`config.mk`:
```
export PLATFORM = sky130hd
export DESIGN_NAME = scan_regport
export DESIGN_NICKNAME = d
export VERILOG_FILES = /design/src/rtl/scan_regport_pkg.sv /design/src/rtl/scan_dr_frame.sv /design/src/rtl/scan_chain_sel.sv /design/src/rtl/scan_access_fsm.sv /design/src/rtl/scan_regport.sv
export SDC_FILE = /design/constraint.sdc
export NUM_CORES = 1
export LEC_CHECK = 0
export ABC_AREA = 1
export BUFFER_PORTS_ARGS = -buffer_cell sky130_fd_sc_hd__buf_2
export CORE_MARGIN = 8
export CORE_UTILIZATION = 54
export DETAILED_ROUTE_END_ITERATION = 12
export GPL_TIMING_DRIVEN = 1
export MAX_ROUTING_LAYER = met4
export PLACE_DENSITY = 0.83
export SYNTH_ARGS = -nofsm -noshare
export SYNTH_HDL_FRONTEND = slang
export SYNTH_SLANG_ARGS = --single-unit
```
`constraint.sdc`:
```
create_clock -name clk -period 1.52 [get_ports clk]
set_clock_uncertainty 0.05 [all_clocks]
set_input_delay 0.076 -clock clk [delete_from_list [all_inputs] [get_ports clk]]
set_output_delay 0.076 -clock clk [all_outputs]
set_load 0.01 [all_outputs]
```
`src/rtl/scan_regport_pkg.sv`:
```
package scan_regport_pkg;
    typedef enum logic [1:0] {
        ST_IDLE   = 2'd0,
        ST_LOADED = 2'd1,
        ST_ISSUE  = 2'd2
    } acc_state_e;
endpackage

```
`src/rtl/scan_dr_frame.sv`:
```
module scan_dr_frame #(
    parameter int DATA_W = 32,
    parameter int ADDR_W = 7
) (
    input  logic              clk,
    input  logic              rst_n,
    input  logic              cap_en,
    input  logic              shift_en,
    input  logic              tdi,
    input  logic [DATA_W-1:0] hold,
    output logic [DATA_W-1:0] f_data,
    output logic [ADDR_W-1:0] f_addr,
    output logic              f_dir,
    output logic              sout
);
    localparam int FRAME_W = DATA_W + ADDR_W + 1;

    logic [FRAME_W-1:0] sr;

    always_ff @(posedge clk or negedge rst_n) begin
        if (!rst_n) begin
            sr <= '0;
        end else if (cap_en) begin
            sr <= {1'b0, {ADDR_W{1'b0}}, hold};
        end else if (shift_en) begin
            sr <= {tdi, sr[FRAME_W-1:1]};
        end
    end

    assign f_data = sr[DATA_W-1:0];
    assign f_addr = sr[DATA_W+ADDR_W-1:DATA_W];
    assign f_dir  = sr[FRAME_W-1];
    assign sout   = sr[0];
endmodule

```
`src/rtl/scan_chain_sel.sv`:
```
module scan_chain_sel #(
    parameter int CHAIN_W = 5
) (
    input  logic               clk,
    input  logic               rst_n,
    input  logic               sel,
    input  logic               capture_dr,
    input  logic               shift_dr,
    input  logic               update_dr,
    input  logic               tdi,
    output logic [CHAIN_W-1:0] chain,
    output logic               sout
);
    logic [CHAIN_W-1:0] sr;

    always_ff @(posedge clk or negedge rst_n) begin
        if (!rst_n) begin
            sr    <= '0;
            chain <= '0;
        end else if (sel) begin
            if (capture_dr) begin
                sr <= chain;
            end else if (shift_dr) begin
                sr <= {tdi, sr[CHAIN_W-1:1]};
            end
            if (update_dr) begin
                chain <= sr;
            end
        end
    end

    assign sout = sr[0];
endmodule

```
`src/rtl/scan_access_fsm.sv`:
```
module scan_access_fsm
    import scan_regport_pkg::*;
#(
    parameter int DATA_W = 32
) (
    input  logic              clk,
    input  logic              rst_n,
    input  logic              cap,
    input  logic              upd,
    input  logic              f_dir,
    input  logic              in_range,
    input  logic [DATA_W-1:0] rdata,
    output logic              req,
    output logic [DATA_W-1:0] hold
);
    acc_state_e state, state_nx;

    always_comb begin
        state_nx = state;
        unique case (state)
            ST_IDLE:   if (cap) state_nx = ST_LOADED;
            ST_LOADED: if (upd) state_nx = ST_ISSUE;
            ST_ISSUE:  state_nx = ST_IDLE;
            default:   state_nx = ST_IDLE;
        endcase
    end

    always_ff @(posedge clk or negedge rst_n) begin
        if (!rst_n) begin
            state <= ST_IDLE;
        end else begin
            state <= state_nx;
        end
    end

    always_ff @(posedge clk or negedge rst_n) begin
        if (!rst_n) begin
            hold <= '0;
        end else if (state == ST_ISSUE && !f_dir) begin
            hold <= in_range ? rdata : '0;
        end
    end

    assign req = (state == ST_ISSUE) && in_range;
endmodule

```
`src/rtl/scan_regport.sv`:
```
module scan_regport
    import scan_regport_pkg::*;
#(
    parameter int          DATA_W    = 32,
    parameter int          ADDR_W    = 7,
    parameter int          CHAIN_W   = 5,
    parameter int          IR_W      = 4,
    parameter int          NUM_REGS  = 9,
    parameter logic [IR_W-1:0] IR_ACCESS = 4'hC,
    parameter logic [IR_W-1:0] IR_CHAIN  = 4'h2
) (
    input  logic               clk,
    input  logic               rst_n,
    input  logic [IR_W-1:0]    ir_value,
    input  logic               capture_dr,
    input  logic               shift_dr,
    input  logic               update_dr,
    input  logic               tdi,
    output logic               tdo,
    output logic [CHAIN_W-1:0] chain_sel,
    output logic               reg_req,
    output logic               reg_wr,
    output logic [ADDR_W-1:0]  reg_addr,
    output logic [DATA_W-1:0]  reg_wdata,
    input  logic [DATA_W-1:0]  reg_rdata
);
    localparam logic [ADDR_W:0] ADDR_LIMIT = (ADDR_W+1)'(NUM_REGS);

    logic              acc_ir, chain_ir, acc_sel;
    logic              frame_sout, chain_sout, f_dir, in_range;
    logic [DATA_W-1:0] hold, f_data;
    logic [ADDR_W-1:0] f_addr;

    assign acc_ir   = (ir_value == IR_ACCESS);
    assign chain_ir = (ir_value == IR_CHAIN);
    assign acc_sel  = acc_ir && (chain_sel == '0);
    assign in_range = ({1'b0, f_addr} < ADDR_LIMIT);

    scan_chain_sel #(.CHAIN_W(CHAIN_W)) u_chain (
        .clk(clk), .rst_n(rst_n), .sel(chain_ir),
        .capture_dr(capture_dr), .shift_dr(shift_dr), .update_dr(update_dr),
        .tdi(tdi), .chain(chain_sel), .sout(chain_sout)
    );

    scan_dr_frame #(.DATA_W(DATA_W), .ADDR_W(ADDR_W)) u_frame (
        .clk(clk), .rst_n(rst_n),
        .cap_en(capture_dr && acc_sel), .shift_en(shift_dr && acc_sel),
        .tdi(tdi), .hold(hold),
        .f_data(f_data), .f_addr(f_addr), .f_dir(f_dir), .sout(frame_sout)
    );

    scan_access_fsm #(.DATA_W(DATA_W)) u_fsm (
        .clk(clk), .rst_n(rst_n),
        .cap(capture_dr && acc_sel), .upd(update_dr && acc_sel),
        .f_dir(f_dir), .in_range(in_range), .rdata(reg_rdata),
        .req(reg_req), .hold(hold)
    );

    assign reg_wr    = f_dir;
    assign reg_addr  = f_addr;
    assign reg_wdata = f_data;
    assign tdo       = acc_sel ? frame_sout : (chain_ir ? chain_sout : 1'b0);
endmodule

```
==> Implementation_results.wiki <==
{| class="wikitable"
! Metric !! Value
|-
| Run status || finished with violations
|-
| Violations in the final reports || setup timing
|-
| Post-route worst setup slack || -0.0906 ns
|-
| Area of the core region || 0.00721 sq mm
|-
| Via total after detailed routing || 3881
|-
| Clock-pin slew reported for the worst setup and hold paths after clock tree synthesis || 0.09 ns
|-
| Area used by multi-input combinational logic || 0.00159 sq mm
|-
| Number of standard cells after synthesis || 527
|-
| Gr ovfl total || 0
|-
| Top area cells in the synthesized netlist || sky130_fd_sc_hd__dfrtp_1 53%, sky130_fd_sc_hd__nand2_1 22%, sky130_fd_sc_hd__nor2_1 5.7%
|-
| Total setup violations reported at the end of the flow || 39
|-
| Type of origin of the critical path || register
|-
| Estimated wirelength of the detail-placed design || 6750 microns
|-
| DR DRC count || 0
|-
| Maxcap violations || 0
|-
| # diodes || 0
|-
| Final worst-path cycle share || 106%
|-
| Clock Tree Root || sky130_fd_sc_hd__clkbuf_8
|-
| Final hold vios || 0
|-
| CTS tree || done
|-
| Yosys warning total || 0
|-
| Required time of the worst setup path || 1.39 ns
|-
| Clock network latency to the later pin of the worst-skew pair || 0.35 ns
|-
| Post-Syn Area per Cell || 7.59 sq um
|-
| Largest area contributor in the netlist || sky130_fd_sc_hd__dfrtp_1
|-
| Highest metal layer with signal wires || met4
|-
| Relative area change from synthesis to final layout || 32.3%
|-
| Pin count of the biggest net entering global routing || 55
|-
| CTS H-tree depth || 3
|-
| Global placer's final weighted congestion || 0.793
|-
| Initial antenna violation count || 0
|-
| Antenna-violating nets left || 0
|-
| Number of global-route vias before repair || 3634
|-
| Number of clock buffers inserted by TritonCTS || 9
|-
| Endpoint class of the critical path || primary output
|-
| Met2 WL post-DR || 5510 microns
|-
| Measured slew at the worst slew-check pin || 0.492 ns
|-
| Worst-case setup slack after placement || 0.0249 ns
|-
| Delay contributed by the slowest stage of the critical path || 0.41 ns
|-
| Filler cell count in the final layout || 553
|-
| Unrepaired setup endpoints after global routing || true
|-
| Yosys cell types || 25
|-
| Routed length on met3 || 831 microns
|-
| Die outline area || 0.0104 sq mm
|-
| Final number of max-transition violations || 0
|-
| Die Y-Extent || 102 microns
|-
| Chip Width || 102 microns
|-
| Met1 wire length || 4770 microns
|-
| Flip-flop and latch area || 0.00210 sq mm
|-
| Post-Route WL || 11300 microns
|-
| Final period demand of the worst path || 1.61 ns
|-
| Largest buffer count on any clock path || 2
|-
| Post-synth top area share || 52.6%
|-
| Starting Density || 55.4%
|-
| First drt pass iteration count || 5
|-
| Fraction of layout cells with a size suffix above 1 || 22.7%
|-
| Kind of cell adding the most delay to the critical path || simple AND/OR/NAND/NOR gates
|-
| Post-synthesis instance area || 0.00400 sq mm
|-
| Arrival time of the worst setup path || 1.48 ns
|-
| Net count after synthesis || 569
|-
| Number of buffers inserted by port buffering || 88
|-
| Setup TNS || -1.26 ns
|-
| Sink count of the clock tree || 84
|-
| Worst relative slew slack || 67.2%
|-
| Largest fanout of any net on the critical path || 4
|-
| Power density over cell area || 864 mW/mm^2
|-
| Site row count || 31
|-
| Sum of buffers and inverters on the critical path || 1
|-
| Global-route wire length before repair || 17200 microns
|-
| Type of the setup path with the least slack || reg2out
|-
| Top-Level Pins || 89
|-
| Vias per inst || 5.10
|-
| Leakage Power || 2.97 nW
|-
| Critical Path, Cell by Cell || nor2_1, nand2_1, nor2_4, and2_4, nand2_2, o21ai_1, buf_2
|-
| Standard cell with the maximum stage delay on the critical path || sky130_fd_sc_hd__dfrtp_1
|-
| Routed wire length per instance || 14.8 microns
|-
| Register bit count reported by yosys || 84
|-
| Sequential element share of the synthesized area || 52.6%
|-
| Hold Slack || 0.0473 ns
|-
| Number of nets at the end of the flow || 700
|-
| Worst Hold Class || in2reg
|-
| VDD IR-drop max || 595 uV
|-
| Initial DRC Count || 273
|-
| Total routing resource utilization after global routing || 21.4%
|-
| Maximum frequency from static timing analysis || 621 MHz
|}
tightest hold or removal path: stages:
cell and delay (ns):
sky130_fd_sc_hd__buf_2 0.11, sky130_fd_sc_hd__nand2_1 0.11, sky130_fd_sc_hd__o21ai_0 0.10
power breakdown:
part / internal (W) / leakage [nW] / switching (W)
registers: 0.00233 / 0.986 / 0.0000756
logic: 0.000228 / 1.89 / 0.000267
clock network: 0.000922 / 0.0977 / 0.000749
worst paths after layout:
path | from | endpoint | slack [ns] | cells after the start
max | u_chain.chain[0]$_DFFE_PN0P_ | tdo | -0.09 | 7
min | tdi | u_frame.sr[39]$_DFFE_PN0P_ | 0.05 | 3
max reg2reg | u_chain.chain[0]$_DFFE_PN0P_ | u_frame.sr[9]$_DFFE_PN0P_ | -0.08 | 9
min reg2reg | u_fsm.hold[31]$_DFFE_PN0P_ | u_fsm.hold[31]$_DFFE_PN0P_ | 0.44 | 2
max in group asynchronous | rst_n | u_fsm.hold[9]$_DFFE_PN0P_ | 0.61 | 3
min in group asynchronous | rst_n | u_frame.sr[3]$_DFFE_PN0P_ | 0.19 | 2
flip-flops by register name (all words and copies together) (netlist names):
register	count
u_chain.chain	5
u_fsm.state	2
u_frame.sr	40
u_chain.sr	5
u_fsm.hold	32
what timing repair did:
action,CTS,global route
hold buffers,34,0
cloned,0,5
hold endpoints to repair,67,0
pin swaps,6,1
buffers inserted,6,1
setup endpoints to repair,3,64
gates resized for setup,6,24
layout make-up:
class | count | area share, %
clock buffers | 13 | 2.63
clock inverters | 2 | 1.14
inverters | 45 | 3.69
multi-input cells | 371 | 30.1
flip-flops and latches | 84 | 39.7
well taps | 99 | 2.34
repair buffers | 146 | 20.2
repair inverters | 1 | 0.166
cell families after synthesis:
logic type	count (synthesis)	synth area share, %
simple gates	313	31.2
flops	84	52.6
buf+inv	72	8.61
compound gates	58	7.61
placed cells by master (no fill, tap or decap):
cell type and n:
sky130_fd_sc_hd__nand2_1 231, sky130_fd_sc_hd__nor2_2 13, sky130_fd_sc_hd__inv_2 1, sky130_fd_sc_hd__o21ai_0 26
sky130_fd_sc_hd__a21oi_2 1, sky130_fd_sc_hd__inv_6 1, sky130_fd_sc_hd__clkbuf_1 4, sky130_fd_sc_hd__and2_4 1
sky130_fd_sc_hd__nand3_4 2, sky130_fd_sc_hd__nand3_1 1, sky130_fd_sc_hd__or2_4 1, sky130_fd_sc_hd__inv_1 43
sky130_fd_sc_hd__nor2_4 1, sky130_fd_sc_hd__o21ai_1 26, sky130_fd_sc_hd__nor3_2 1, sky130_fd_sc_hd__o31ai_2 1
sky130_fd_sc_hd__clkbuf_16 2, sky130_fd_sc_hd__buf_2 87, sky130_fd_sc_hd__nor2_1 58, sky130_fd_sc_hd__buf_12 4
sky130_fd_sc_hd__nor3_4 1, sky130_fd_sc_hd__dfrtp_1 84, sky130_fd_sc_hd__o21a_1 3, sky130_fd_sc_hd__buf_6 5
sky130_fd_sc_hd__o21ai_2 1, sky130_fd_sc_hd__buf_4 14, sky130_fd_sc_hd__nand3b_1 1, sky130_fd_sc_hd__or2_1 1
sky130_fd_sc_hd__dlygate4sd3_1 34, sky130_fd_sc_hd__nand2_2 1, sky130_fd_sc_hd__clkbuf_8 9, sky130_fd_sc_hd__bufinv_16 3
cell usage after synthesis:
cell type	count
sky130_fd_sc_hd__buf_2	7
sky130_fd_sc_hd__buf_6	8
sky130_fd_sc_hd__nor2_1	61
sky130_fd_sc_hd__inv_2	1
sky130_fd_sc_hd__inv_1	43
sky130_fd_sc_hd__nand2_1	232
sky130_fd_sc_hd__o31ai_1	1
sky130_fd_sc_hd__clkinv_2	1
sky130_fd_sc_hd__buf_4	1
sky130_fd_sc_hd__o21ai_0	34
sky130_fd_sc_hd__or2_1	2
sky130_fd_sc_hd__nand3b_1	1
sky130_fd_sc_hd__nand3_2	1
sky130_fd_sc_hd__nor2_2	10
sky130_fd_sc_hd__and2_1	1
sky130_fd_sc_hd__nor2_4	1
sky130_fd_sc_hd__clkbuf_1	11
sky130_fd_sc_hd__dfrtp_1	84
sky130_fd_sc_hd__nor3_2	1
sky130_fd_sc_hd__nand3_4	1
sky130_fd_sc_hd__a21oi_2	1
sky130_fd_sc_hd__o21a_1	3
sky130_fd_sc_hd__o21ai_1	19
sky130_fd_sc_hd__nand3_1	1
sky130_fd_sc_hd__nor3_1	1
metrics by stage:
| step | instance area, sq um | instances | utilization [%] | total power (W) |
|---|---|---|---|---|
| detailed placement | 4510 | 700 | 62.6 | 0.00282 |
| global route | 5290 | 761 | 73.3 | 0.00475 |
| floorplan | 4000 | 527 | - | 0.00261 |
| CTS | 5120 | 755 | 70.9 | 0.00457 |
| global placement | 4510 | 700 | 62.6 | 0.00281 |
| finish | 5290 | 761 | 73.3 | 0.00457 |
per-layer routing:
layer	vias to the layer above	GRT usage, %
met4	0	6.21
met5	-	-
met3	19	4.56
met2	168	34.0
li1	1856	-
met1	1838	27.0
(Power assumes the default switching activity.)
